$ cat src/rtl/ls_lane_pkg.sv
// Shared encodings for the load/store lane unit.
// Assumes a 2-bit size field and a 2-bit indexing-mode field.
package ls_lane_pkg;
    typedef enum logic [1:0] {
        SZ_BYTE = 2'd0,
        SZ_HALF = 2'd1,
        SZ_WORD = 2'd2,
        SZ_RSVD = 2'd3
    } acc_size_e;

    typedef enum logic [1:0] {
        IDX_PRE    = 2'd0,
        IDX_POST   = 2'd1,
        IDX_PRE_WB = 2'd2,
        IDX_RSVD   = 2'd3
    } idx_mode_e;
endpackage

$ cat src/rtl/ls_addr_gen.sv
// Effective-address generator: forms the offset, the base +/- offset sum,
// picks the access address by indexing mode, and flags faults.
// Assumes power-of-two lane count; sizes above LANE_W are illegal.
module ls_addr_gen
    import ls_lane_pkg::*;
#(
    parameter int ADDR_W  = 32,
    parameter int IMM_W   = 12,
    parameter int SHAMT_W = 5,
    parameter int LANE_W  = 2
) (
    input  logic [ADDR_W-1:0]  base,
    input  logic               use_reg,
    input  logic [IMM_W-1:0]   imm,
    input  logic [ADDR_W-1:0]  roff,
    input  logic [SHAMT_W-1:0] shamt,
    input  logic               sub,
    input  logic [1:0]         size,
    input  logic [1:0]         mode,
    output logic [ADDR_W-1:0]  addr,
    output logic [ADDR_W-1:0]  sum,
    output logic               fault,
    output logic               wb_req
);
    logic [ADDR_W-1:0] offset;
    logic [LANE_W-1:0] span_m1;
    logic              size_ok, misal, scale_bad, mode_bad;

    // Offset selection and address arithmetic.
    always_comb begin
        offset = use_reg ? (roff << shamt) : ADDR_W'(imm);
        sum    = sub ? (base - offset) : (base + offset);
        addr   = (idx_mode_e'(mode) == IDX_POST) ? base : sum;
        wb_req = (idx_mode_e'(mode) == IDX_POST) || (idx_mode_e'(mode) == IDX_PRE_WB);
    end

    // Alignment mask: low address bits that must be zero for this size.
    always_comb begin
        for (int i = 0; i < LANE_W; i++) span_m1[i] = (i < int'(size));
    end

    // Fault detection: illegal encodings, bad scaling, misalignment.
    always_comb begin
        size_ok   = int'(size) <= LANE_W;
        mode_bad  = idx_mode_e'(mode) == IDX_RSVD;
        scale_bad = (acc_size_e'(size) == SZ_HALF) && use_reg && (shamt != '0);
        misal     = |(addr[LANE_W-1:0] & span_m1);
        fault     = !size_ok || mode_bad || scale_bad || misal;
    end
endmodule

$ cat src/rtl/ls_lane_steer.sv
// Store-side lane steering: computes the lowest lane of the access from
// the address offset and byte order, the byte enables and replicated data.
// Assumes illegal sizes are already flagged upstream; they are clipped here.
module ls_lane_steer #(
    parameter int DATA_W = 32,
    parameter int LANE_W = 2
) (
    input  logic [LANE_W-1:0] low,
    input  logic [1:0]        size,
    input  logic              big_end,
    input  logic [DATA_W-1:0] wdata,
    output logic [LANE_W-1:0] lane_pos,
    output logic [LANE_W:0]   nbytes,
    output logic [DATA_W/8-1:0] be,
    output logic [DATA_W-1:0] wdata_out
);
    localparam int LANES = DATA_W / 8;

    logic [1:0]      sz_c;
    logic [LANE_W:0] pos_w;

    // Lane count and starting lane for the chosen byte order.
    always_comb begin
        sz_c     = (int'(size) > LANE_W) ? 2'(LANE_W) : size;
        nbytes   = (LANE_W+1)'(1) << sz_c;
        pos_w    = big_end ? ((LANE_W+1)'(LANES) - nbytes - {1'b0, low}) : {1'b0, low};
        lane_pos = pos_w[LANE_W-1:0];
    end

    for (genvar i = 0; i < LANES; i++) begin : g_lane
        logic [LANE_W-1:0] sel;
        // Enable and replicated data for lane i.
        always_comb begin
            be[i] = ({1'b0, lane_pos} <= (LANE_W+1)'(i)) &&
                    ((LANE_W+1)'(i) < ({1'b0, lane_pos} + nbytes));
            sel   = LANE_W'(i) & (nbytes[LANE_W-1:0] - 1'b1);
            wdata_out[8*i +: 8] = wdata[8*sel +: 8];
        end
    end
endmodule

$ cat src/rtl/ls_load_extract.sv
// Load return path: remembers lane position and size of an issued load
// for one cycle, then shifts the read data down and zero-extends it.
// Assumes memory read data arrives exactly one cycle after the request.
module ls_load_extract #(
    parameter int DATA_W = 32,
    parameter int LANE_W = 2
) (
    input  logic              clk,
    input  logic              rst_n,
    input  logic              issue,
    input  logic [LANE_W-1:0] lane_pos,
    input  logic [LANE_W:0]   nbytes,
    input  logic [DATA_W-1:0] rdata,
    output logic              ld_valid,
    output logic [DATA_W-1:0] ld_data
);
    localparam int LANES = DATA_W / 8;

    logic              pend_q;
    logic [LANE_W-1:0] pos_q;
    logic [LANE_W:0]   nb_q;
    logic [DATA_W-1:0] shifted;

    // Capture load shape for the cycle in which data returns.
    always_ff @(posedge clk) begin
        if (!rst_n) begin
            pend_q <= 1'b0;
            pos_q  <= '0;
            nb_q   <= '0;
        end else begin
            pend_q <= issue;
            pos_q  <= lane_pos;
            nb_q   <= nbytes;
        end
    end

    // Shift addressed lanes down to bit 0.
    always_comb shifted = rdata >> {pos_q, 3'b000};

    for (genvar i = 0; i < LANES; i++) begin : g_mask
        // Zero every lane above the access size.
        always_comb ld_data[8*i +: 8] = ((LANE_W+1)'(i) < nb_q) ? shifted[8*i +: 8] : 8'h00;
    end

    assign ld_valid = pend_q;


    zero_ext_chk: assert property (@(posedge clk) disable iff (!rst_n)
        ld_valid && (nb_q == (LANE_W+1)'(1)) |-> (ld_data[DATA_W-1:8] == '0));
endmodule

$ cat src/rtl/ls_lane_unit.sv
// Top of the load/store address and byte-lane unit. Combines address
// generation, store steering and load extraction, and holds the byte
// order captured during reset. Assumes a single-cycle-latency memory.
module ls_lane_unit #(
    parameter int DATA_W = 32,
    parameter int ADDR_W = 32,
    parameter int IMM_W  = 12,
    localparam int LANES   = DATA_W / 8,
    localparam int LANE_W  = $clog2(LANES),
    localparam int SHAMT_W = $clog2(DATA_W)
) (
    input  logic               clk,
    input  logic               rst_n,
    input  logic               be_strap,
    input  logic               req_valid,
    input  logic               req_store,
    input  logic [1:0]         req_size,
    input  logic [1:0]         req_mode,
    input  logic               req_sub,
    input  logic               req_use_reg,
    input  logic [IMM_W-1:0]   req_imm,
    input  logic [ADDR_W-1:0]  req_base,
    input  logic [ADDR_W-1:0]  req_roff,
    input  logic [SHAMT_W-1:0] req_shamt,
    input  logic [DATA_W-1:0]  req_wdata,
    input  logic [DATA_W-1:0]  mem_rdata,
    output logic               acc_fault,
    output logic               mem_en,
    output logic               mem_we,
    output logic [ADDR_W-1:0]  mem_addr,
    output logic [LANES-1:0]   mem_be,
    output logic [DATA_W-1:0]  mem_wdata,
    output logic               wb_en,
    output logic [ADDR_W-1:0]  wb_value,
    output logic               ld_valid,
    output logic [DATA_W-1:0]  ld_data
);
    logic              be_mode;
    logic              fault, wb_req;
    logic [LANE_W-1:0] lane_pos;
    logic [LANE_W:0]   nbytes;

    // Byte order is taken from the strap only while reset is held.
    always_ff @(posedge clk) begin
        if (!rst_n) be_mode <= be_strap;
    end

    ls_addr_gen #(
        .ADDR_W(ADDR_W), .IMM_W(IMM_W), .SHAMT_W(SHAMT_W), .LANE_W(LANE_W)
    ) addr_i (
        .base(req_base), .use_reg(req_use_reg), .imm(req_imm), .roff(req_roff),
        .shamt(req_shamt), .sub(req_sub), .size(req_size), .mode(req_mode),
        .addr(mem_addr), .sum(wb_value), .fault(fault), .wb_req(wb_req)
    );

    ls_lane_steer #(.DATA_W(DATA_W), .LANE_W(LANE_W)) steer_i (
        .low(mem_addr[LANE_W-1:0]), .size(req_size), .big_end(be_mode),
        .wdata(req_wdata), .lane_pos(lane_pos), .nbytes(nbytes),
        .be(mem_be), .wdata_out(mem_wdata)
    );

    // Request gating: faults suppress both the access and the base update.
    always_comb begin
        acc_fault = req_valid && fault;
        mem_en    = req_valid && !fault;
        mem_we    = mem_en && req_store;
        wb_en     = mem_en && wb_req;
    end

    ls_load_extract #(.DATA_W(DATA_W), .LANE_W(LANE_W)) load_i (
        .clk(clk), .rst_n(rst_n), .issue(mem_en && !req_store),
        .lane_pos(lane_pos), .nbytes(nbytes), .rdata(mem_rdata),
        .ld_valid(ld_valid), .ld_data(ld_data)
    );


    lane_count_chk: assert property (@(posedge clk) disable iff (!rst_n)
        mem_en |-> ($countones(mem_be) == (1 << req_size)));


    aligned_chk: assert property (@(posedge clk) disable iff (!rst_n)
        mem_en |-> !((req_size == 2'd1 && mem_addr[0]) ||
                     (req_size == 2'd2 && mem_addr[1:0] != 2'b00)));


    wb_same_addr_chk: assert property (@(posedge clk) disable iff (!rst_n)
        wb_en && (req_mode == 2'd2) |-> (mem_addr == wb_value));


    order_hold_chk: assert property (@(posedge clk) disable iff (!rst_n)
        rst_n |=> $stable(be_mode));
endmodule

$ cat config.mk
export PLATFORM = sky130hd
export DESIGN_NAME = ls_lane_unit
export DESIGN_NICKNAME = d
export VERILOG_FILES = /design/src/rtl/ls_lane_pkg.sv /design/src/rtl/ls_addr_gen.sv /design/src/rtl/ls_lane_steer.sv /design/src/rtl/ls_load_extract.sv /design/src/rtl/ls_lane_unit.sv
export SDC_FILE = /design/constraint.sdc
export NUM_CORES = 1
export LEC_CHECK = 0
export BUFFER_PORTS_ARGS = -buffer_cell sky130_fd_sc_hd__buf_2
export CORE_MARGIN = 4
export CORE_UTILIZATION = 45
export CTS_CLUSTER_DIAMETER = 120
export DETAILED_ROUTE_END_ITERATION = 10
export MAX_ROUTING_LAYER = met4
export PLACE_DENSITY = 0.81
export SLEW_MARGIN = 30
export SYNTH_ARGS = -nofsm -noshare
export SYNTH_HDL_FRONTEND = slang
export SYNTH_SLANG_ARGS = --single-unit
$ cat constraint.sdc
create_clock -name clk -period 6.85 [get_ports clk]
set_input_delay 1.0275 -clock clk [delete_from_list [all_inputs] [get_ports clk]]
set_output_delay 1.0275 -clock clk [all_outputs]
set_load 0.01 [all_outputs]
; After elaboration in Yosys (flattened, before gate mapping)
; Cells that the tools add are included.
[word_totals]
wordCells = 64
register_bits = 7
in_bits = 156
output_inout_bits = 137
[classes]
n_lt_le_gt_ge = 15
reduce_logical = 19
addsub = 6
n_mux = 9
n_shift = 6
n_bitwise = 1
eq_ne = 4
[op_table]
columns = operator, count
row1 = 32-bit 2-to-1 mux, 3
row2 = 32-bit by 6-bit variable part select with 8-bit output, 2
row3 = 32-bit adder, 1
row4 = 8-bit 2-to-1 mux, 4
row5 = 32-bit by 5-bit variable part select with 8-bit output, 1
row6 = 32-bit by 5-bit << shifter with 32-bit output, 1
row7 = 32-bit by 5-bit right shift with 32-bit output, 1
row8 = 32-bit subtractor, 1
row9 = "1-bit by 3-bit < comparator with 1-bit output, first input constant", 4
row10 = "2-bit by 3-bit < comparator with 1-bit output, first input constant", 4
row11 = 1-bit logical AND, 10
row12 = 5-bit nonzero test, 1
row13 = "2-bit by 1-bit equality test with 1-bit output, second input constant", 2
row14 = "2-bit equality test, second input constant", 2
row15 = "2-bit by 1-bit less-or-equal comparator with 1-bit output, second input constant", 2
row16 = "2-bit less-or-equal comparator, second input constant", 2
row17 = 1-bit logical OR, 4
row18 = "1-bit by 2-bit < comparator with 1-bit output, first input constant", 2
row19 = 2-bit 2-to-1 mux, 2
row20 = 2-bit by 3-bit adder with 3-bit output, 1
row21 = 1-bit zero test, 3
row22 = "1-bit by 2-bit << shifter with 3-bit output, first input constant", 1
row23 = 2-bit bitwise AND, 1
row24 = "2-bit > comparator, second input constant", 1
row25 = 4 further kinds, 4

; Logic depth before layout (Yosys ltp)
[logic_depth]
word_depth = 11
ltp_mapped = 23

; Hierarchy
; Synthesis repeated with hierarchy kept, for this count alone.
[unflattened]
cells_unflattened = 774
area_unflattened_um2 = 6030.8
[by_module_without_submodules]
columns = mod, area_per_inst_um2, cells_each, seq_area_each_um2, instances
row1 = ls_addr_gen, 4556.9, 588, 0.0, 1
row2 = ls_load_extract, 812.0, 106, 120.1, 1
row3 = ls_lane_steer, 584.3, 73, 0.0, 1
row4 = ls_lane_unit, 77.6, 7, 30.0, 1

; Worst setup path after synthesis
; No wires, ideal clock.
[synth_path]
path_kind = input to output
start = input req_shamt[1]
end = output mem_addr[31]
setup_slack_ns = 0.180
arrival_ns = 5.643
stages = 19
required_ns = 5.822
cell_sequence = clkbuf_1 > buf_2 > buf_2 > buf_2 > mux4_2 > a221oi_1 > o31ai_1 > or3_1 > nor3_1 > a21o_1 > xnor2_1 > ha_1 > a21o_1 > a21oi_1 > or4b_2 > a211oi_1 > nor2_1 > and3_1 > nor4_2
[synth_between]
elab_chain_cells = 5
[synth_rtl]
columns = element, line_no
row1 = "start, declared", ls_lane_unit.sv:24  ; input logic [SHAMT_W-1:0] req_shamt,
row2 = 32-bit by 5-bit << shifter with 32-bit output (*), ls_addr_gen.sv:31  ; offset = use_reg ? (roff << shamt) : ADDR_W'(imm);
row3 = 32-bit 2-to-1 mux (*), ls_addr_gen.sv:31
row4 = 32-bit adder or 32-bit subtractor (tied branches), ls_addr_gen.sv:32  ; sum = sub ? (base - offset) : (base + offset);
row5 = 32-bit 2-to-1 mux (*), ls_addr_gen.sv:32
row6 = 32-bit 2-to-1 mux (*), ls_addr_gen.sv:33  ; addr = (idx_mode_e'(mode) == IDX_POST) ? base : sum;
row7 = "end, declared", ls_lane_unit.sv:30  ; output logic [ADDR_W-1:0] mem_addr,
; Mark *: on every way between the ends. The rest lies on a longest branch, timed or not.

; Final worst setup path
[layout_path]
start = input req_shamt[0]
end = output mem_addr[24]
; Same word-level chain as after synthesis.

==> metrics.txt <==
# TYPE chip_impl_metric gauge
chip_impl_metric{name="synth_top_area_share",unit="%"} 9.99
chip_impl_metric{name="synth_cells",unit=""} 852
chip_impl_metric{name="tightestPinTransition",unit="ps"} 891
chip_impl_metric{name="synthArstFlopShare",unit="%"} 0
chip_impl_metric{name="nets",unit=""} 1390
chip_impl_metric{name="synth_edf_count",unit=""} 1
chip_impl_metric{name="final_cell_area",unit="mm2"} 0.00876
chip_impl_info{name="path_class",value="in2out"} 1
chip_impl_metric{name="drv.max_cap_violation_count",unit=""} 0
chip_impl_metric{name="clock_insertion_delay_worst_skew",unit="ps"} 230
chip_impl_metric{name="mappedNetlistArea",unit="mm2"} 0.00631
chip_impl_metric{name="gp_routability_congestion",unit=""} 1.03
chip_impl_metric{name="area_growth",unit="%"} 38.9
chip_impl_metric{name="power-per-cell-area",unit="mW/mm2"} 154
chip_impl_metric{name="antenna_cells_inserted",unit=""} 0
chip_impl_info{name="grt-busiest-layer",value="met2"} 1
chip_impl_metric{name="fin_crit",unit="ps"} 6720
chip_impl_metric{name="layout_worst_path_cycle_share",unit="%"} 98.2
chip_impl_metric{name="worst_path_largest_cell_delay",unit="ps"} 530
chip_impl_info{name="min_path_type",value="reg2reg"} 1
chip_impl_metric{name="row_count",unit=""} 43
chip_impl_metric{name="hpwlAfterDp",unit="mm"} 21.4
chip_impl_metric{name="gr-total-overflow",unit=""} 0
chip_impl_metric{name="place.detailed.instances",unit=""} 1369
chip_impl_metric{name="die_area",unit="mm2"} 0.0160
chip_impl_metric{name="synth_seq_cells",unit=""} 7
chip_impl_metric{name="chipWidth",unit="um"} 126
chip_impl_info{name="synth.most_common_cell",value="sky130_fd_sc_hd__nor2_1"} 1
chip_impl_metric{name="worstPathMaxFanout",unit=""} 11
chip_impl_metric{name="h_tree_level_count",unit=""} 1
chip_impl_metric{name="numPortBuffers",unit=""} 292
chip_impl_info{name="post_synth_most_frequent_cells",value="sky130_fd_sc_hd__nor2_1, sky130_fd_sc_hd__nand2_1, sky130_fd_sc_hd__a21oi_1"} 1
chip_impl_metric{name="critPathBufInv",unit=""} 6
chip_impl_metric{name="finalWirelength",unit="mm"} 25.9
chip_impl_metric{name="drcViolationCount",unit=""} 0
chip_impl_metric{name="gr-usage-met2",unit="%"} 48.8
chip_impl_metric{name="ios",unit=""} 293
chip_impl_metric{name="total_leakage_power",unit="nW"} 4.12
chip_impl_metric{name="slew_viol_final",unit=""} 0
chip_impl_info{name="grt_setup_unrepaired",value="yes"} 1
chip_impl_info{name="synthTopCellsByArea",value="sky130_fd_sc_hd__mux4_2, sky130_fd_sc_hd__mux2_2, sky130_fd_sc_hd__ha_1, sky130_fd_sc_hd__nor2_1, sky130_fd_sc_hd__mux2i_1"} 1
chip_impl_metric{name="antenna_left",unit=""} 0
chip_impl_metric{name="met3_track_utilization_from_global_routing",unit="%"} 2.53
chip_impl_info{name="synthFlopType",value="sky130_fd_sc_hd__dfxtp_1"} 1
chip_impl_metric{name="tritoncts.num_buffers",unit=""} 3
chip_impl_metric{name="globalRouteTotalUtil",unit="%"} 30.1
chip_impl_metric{name="core_area",unit="mm2"} 0.0138
chip_impl_metric{name="clock_sink_count",unit=""} 7
chip_impl_info{name="post-synth-top-area-cell",value="sky130_fd_sc_hd__mux4_2"} 1
chip_impl_metric{name="yosysWarningCount",unit=""} 0
chip_impl_metric{name="cp_data_arrival_time",unit="ps"} 5700
chip_impl_metric{name="final-instance-count-excl-fill",unit=""} 1375
chip_impl_metric{name="utilization_after_layout",unit="%"} 63.4
chip_impl_metric{name="drt_iter0_markers",unit=""} 826
chip_impl_info{name="critPathCaptureType",value="output pin"} 1
chip_impl_metric{name="final.setup_skew",unit="ps"} 1.66
chip_impl_metric{name="path_clk_slew",unit="ps"} 40
chip_impl_metric{name="irDropWorstVdd",unit="mV"} 0.0678
chip_impl_info{name="critical_path.slowest_cell",value="sky130_fd_sc_hd__mux4_2"} 1
chip_impl_metric{name="route.detailed.wl_per_inst",unit="um"} 18.9
chip_impl_metric{name="mean_post_synth_cell_area",unit="um2"} 7.41
chip_impl_info{name="timing.critical_path.mode_cell",value="sky130_fd_sc_hd__buf_4"} 1
chip_impl_info{name="path_cells",value="buf_8, buf_6, mux4_2, a221oi_1, buf_4, a31o_2, nand3_1, nor3b_2, buf_4, nand2_1, o21ai_0, xnor2_1, ha_1, and3_1, nand3_1, nor2_1, buf_4, o211ai_1, a21boi_0, or2_2, o311ai_1, buf_2"} 1
chip_impl_metric{name="setup_viol_count_final",unit=""} 0
chip_impl_metric{name="yosys.cell_types.count",unit=""} 76
chip_impl_info{name="cts_tree",value="done"} 1
chip_impl_metric{name="vias",unit=""} 8252
chip_impl_metric{name="initial_utilization",unit="%"} 45.6
chip_impl_metric{name="hold_viol",unit=""} 0
chip_impl_metric{name="grt_first_pass_wirelength",unit="mm"} 39.4
chip_impl_metric{name="fraction_of_layout_cells_with_a_size_suffix_above_1",unit="%"} 44.4
chip_impl_metric{name="clock_tree.buffer_depth",unit=""} 2
chip_impl_info{name="start_kind",value="input port"} 1
chip_impl_metric{name="die_height",unit="um"} 126
chip_impl_info{name="worst_path_dominant_cell_family",value="compound AO/OA/AOI/OAI gates"} 1
chip_impl_metric{name="groute.layer.met1.usage",unit="%"} 41.0
chip_impl_metric{name="grt_antenna_before_repair",unit=""} 0
chip_impl_metric{name="detailedRoute.firstPassIterationCount",unit=""} 6
chip_impl_metric{name="synth_sequential_area_ratio",unit="%"} 2.38
chip_impl_metric{name="slew-limit-headroom",unit="%"} 40.5
chip_impl_metric{name="viasPerCell",unit=""} 6.00
chip_impl_metric{name="postSynthNetCount",unit=""} 1046
chip_impl_info{name="outcome",value="finished clean"} 1
chip_impl_metric{name="placed_cell_area",unit="mm2"} 0.00851
chip_impl_metric{name="timing.critical_path.required",unit="ps"} 5820
chip_impl_metric{name="pin_count_of_the_biggest_net_entering_global_routing",unit=""} 38
chip_impl_metric{name="first_global_vias",unit=""} 7659
chip_impl_metric{name="cts_hold_buffers",unit=""} 0
chip_impl_info{name="cts-root-buf",value="sky130_fd_sc_hd__clkbuf_16"} 1
chip_impl_metric{name="max_freq",unit="MHz"} 149
-- worst min-delay path, cell delays in order, from the launching register on --
cell	delay [ps]
sky130_fd_sc_hd__edfxtp_1	370
sky130_fd_sc_hd__nand2_1	60
sky130_fd_sc_hd__o21ai_0	190
sky130_fd_sc_hd__and2_1	160
-- worst paths after layout --
check,start,to,slack [ps],cells after the start
max,req_shamt[0],mem_addr[24],130,22
min,be_mode,load_i.pos_q[0],810,3
max reg2reg,be_mode,load_i.pos_q[0],5750,2
min reg2reg,be_mode,load_i.pos_q[0],810,3
-- per-layer routing --
| metal | vias up | share of wire, % |
|---|---|---|
| met5 | - | 0 |
| met3 | 50 | 8.2 |
| met4 | 0 | 2.3 |
| li1 | 3890 | - |
| met1 | 3854 | 42 |
| met2 | 458 | 47 |
-- layout make-up --
cell class / instances / area, um2
Multi-Input combinational cell: 756 / 5880
Fill cell: 1299 / 5060
Timing Repair Buffer: 400 / 2320
Clock buffer: 4 / 78.8
Tap cell: 180 / 225
Inverter: 28 / 109
Sequential cell: 7 / 150
-- kinds of logic after synthesis --
group,after synthesis,share of synthesized area (%)
adders and majority gates,38,7.77
AOI/OAI and AO/OA,240,26.2
buffers and inverters,89,6.29
DFF,7,2.38
xor gates and xnor gates,53,7.36
muxes,110,24.7
and+or+nand+nor,315,25.2
-- metrics by stage --
| stage | worst slack (ps) | TNS [ps] | total power, W | hold WS, ps |
|---|---|---|---|---|
| 6_report | 125 | 0 | 0.00135 | 806 |
| 5_1_grt | -95.8 | -280 | 0.00145 | 899 |
| 4_1_cts | 63.6 | 0 | 0.00131 | 806 |
| 3_5_place_dp | -107 | -107 | 0.00121 | 790 |
| 3_3_place_gp | -22.7 | -22.7 | 0.00119 | 774 |
| 2_1_floorplan | 180 | 0 | 0.000759 | 668 |
-- layout by cell type, fill, tap and decap left out, drive strengths merged, types with 6 or more instances in the layout --
cell,count
ha,36
nor3,19
o21bai,7
mux2,46
nor2b,26
o21ai,31
and2,21
a221oi,11
or3,7
o31ai,9
xnor2,29
mux2i,33
a21o,13
nand3,17
inv,26
nor2,93
o211ai,9
nand4,6
a211oi,20
nand2,76
buf,399
nor3b,9
mux4,31
a31oi,12
a22oi,6
and3,8
dfxtp,6
or2,6
xor2,24
nand2b,7
a22o,6
a21oi,65
o22ai,11
-- flip-flops by register name, summed over array words and instances, names as in the netlist --
| name | cells |
|---|---|
| load_i.nb_q | 3 |
| load_i.pos_q | 2 |
| be_mode | 1 |
| load_i.ld_valid | 1 |
-- where the power goes --
group | switching [W] | internal (W) | total, W
Sequential | 0.00000893 | 0.0000452 | 0.0000541
Clock | 0.0000211 | 0.0000774 | 0.0000985
Combinational | 0.000652 | 0.000544 | 0.00120
-- timing repair --
item	in CTS	in global routing
cloned	0	1
setup buffers	0	1
pin swaps	0	6
gates resized for setup	3	36
endpoints found under the setup margin	1	23
Power figures use the tool's default switching activity.
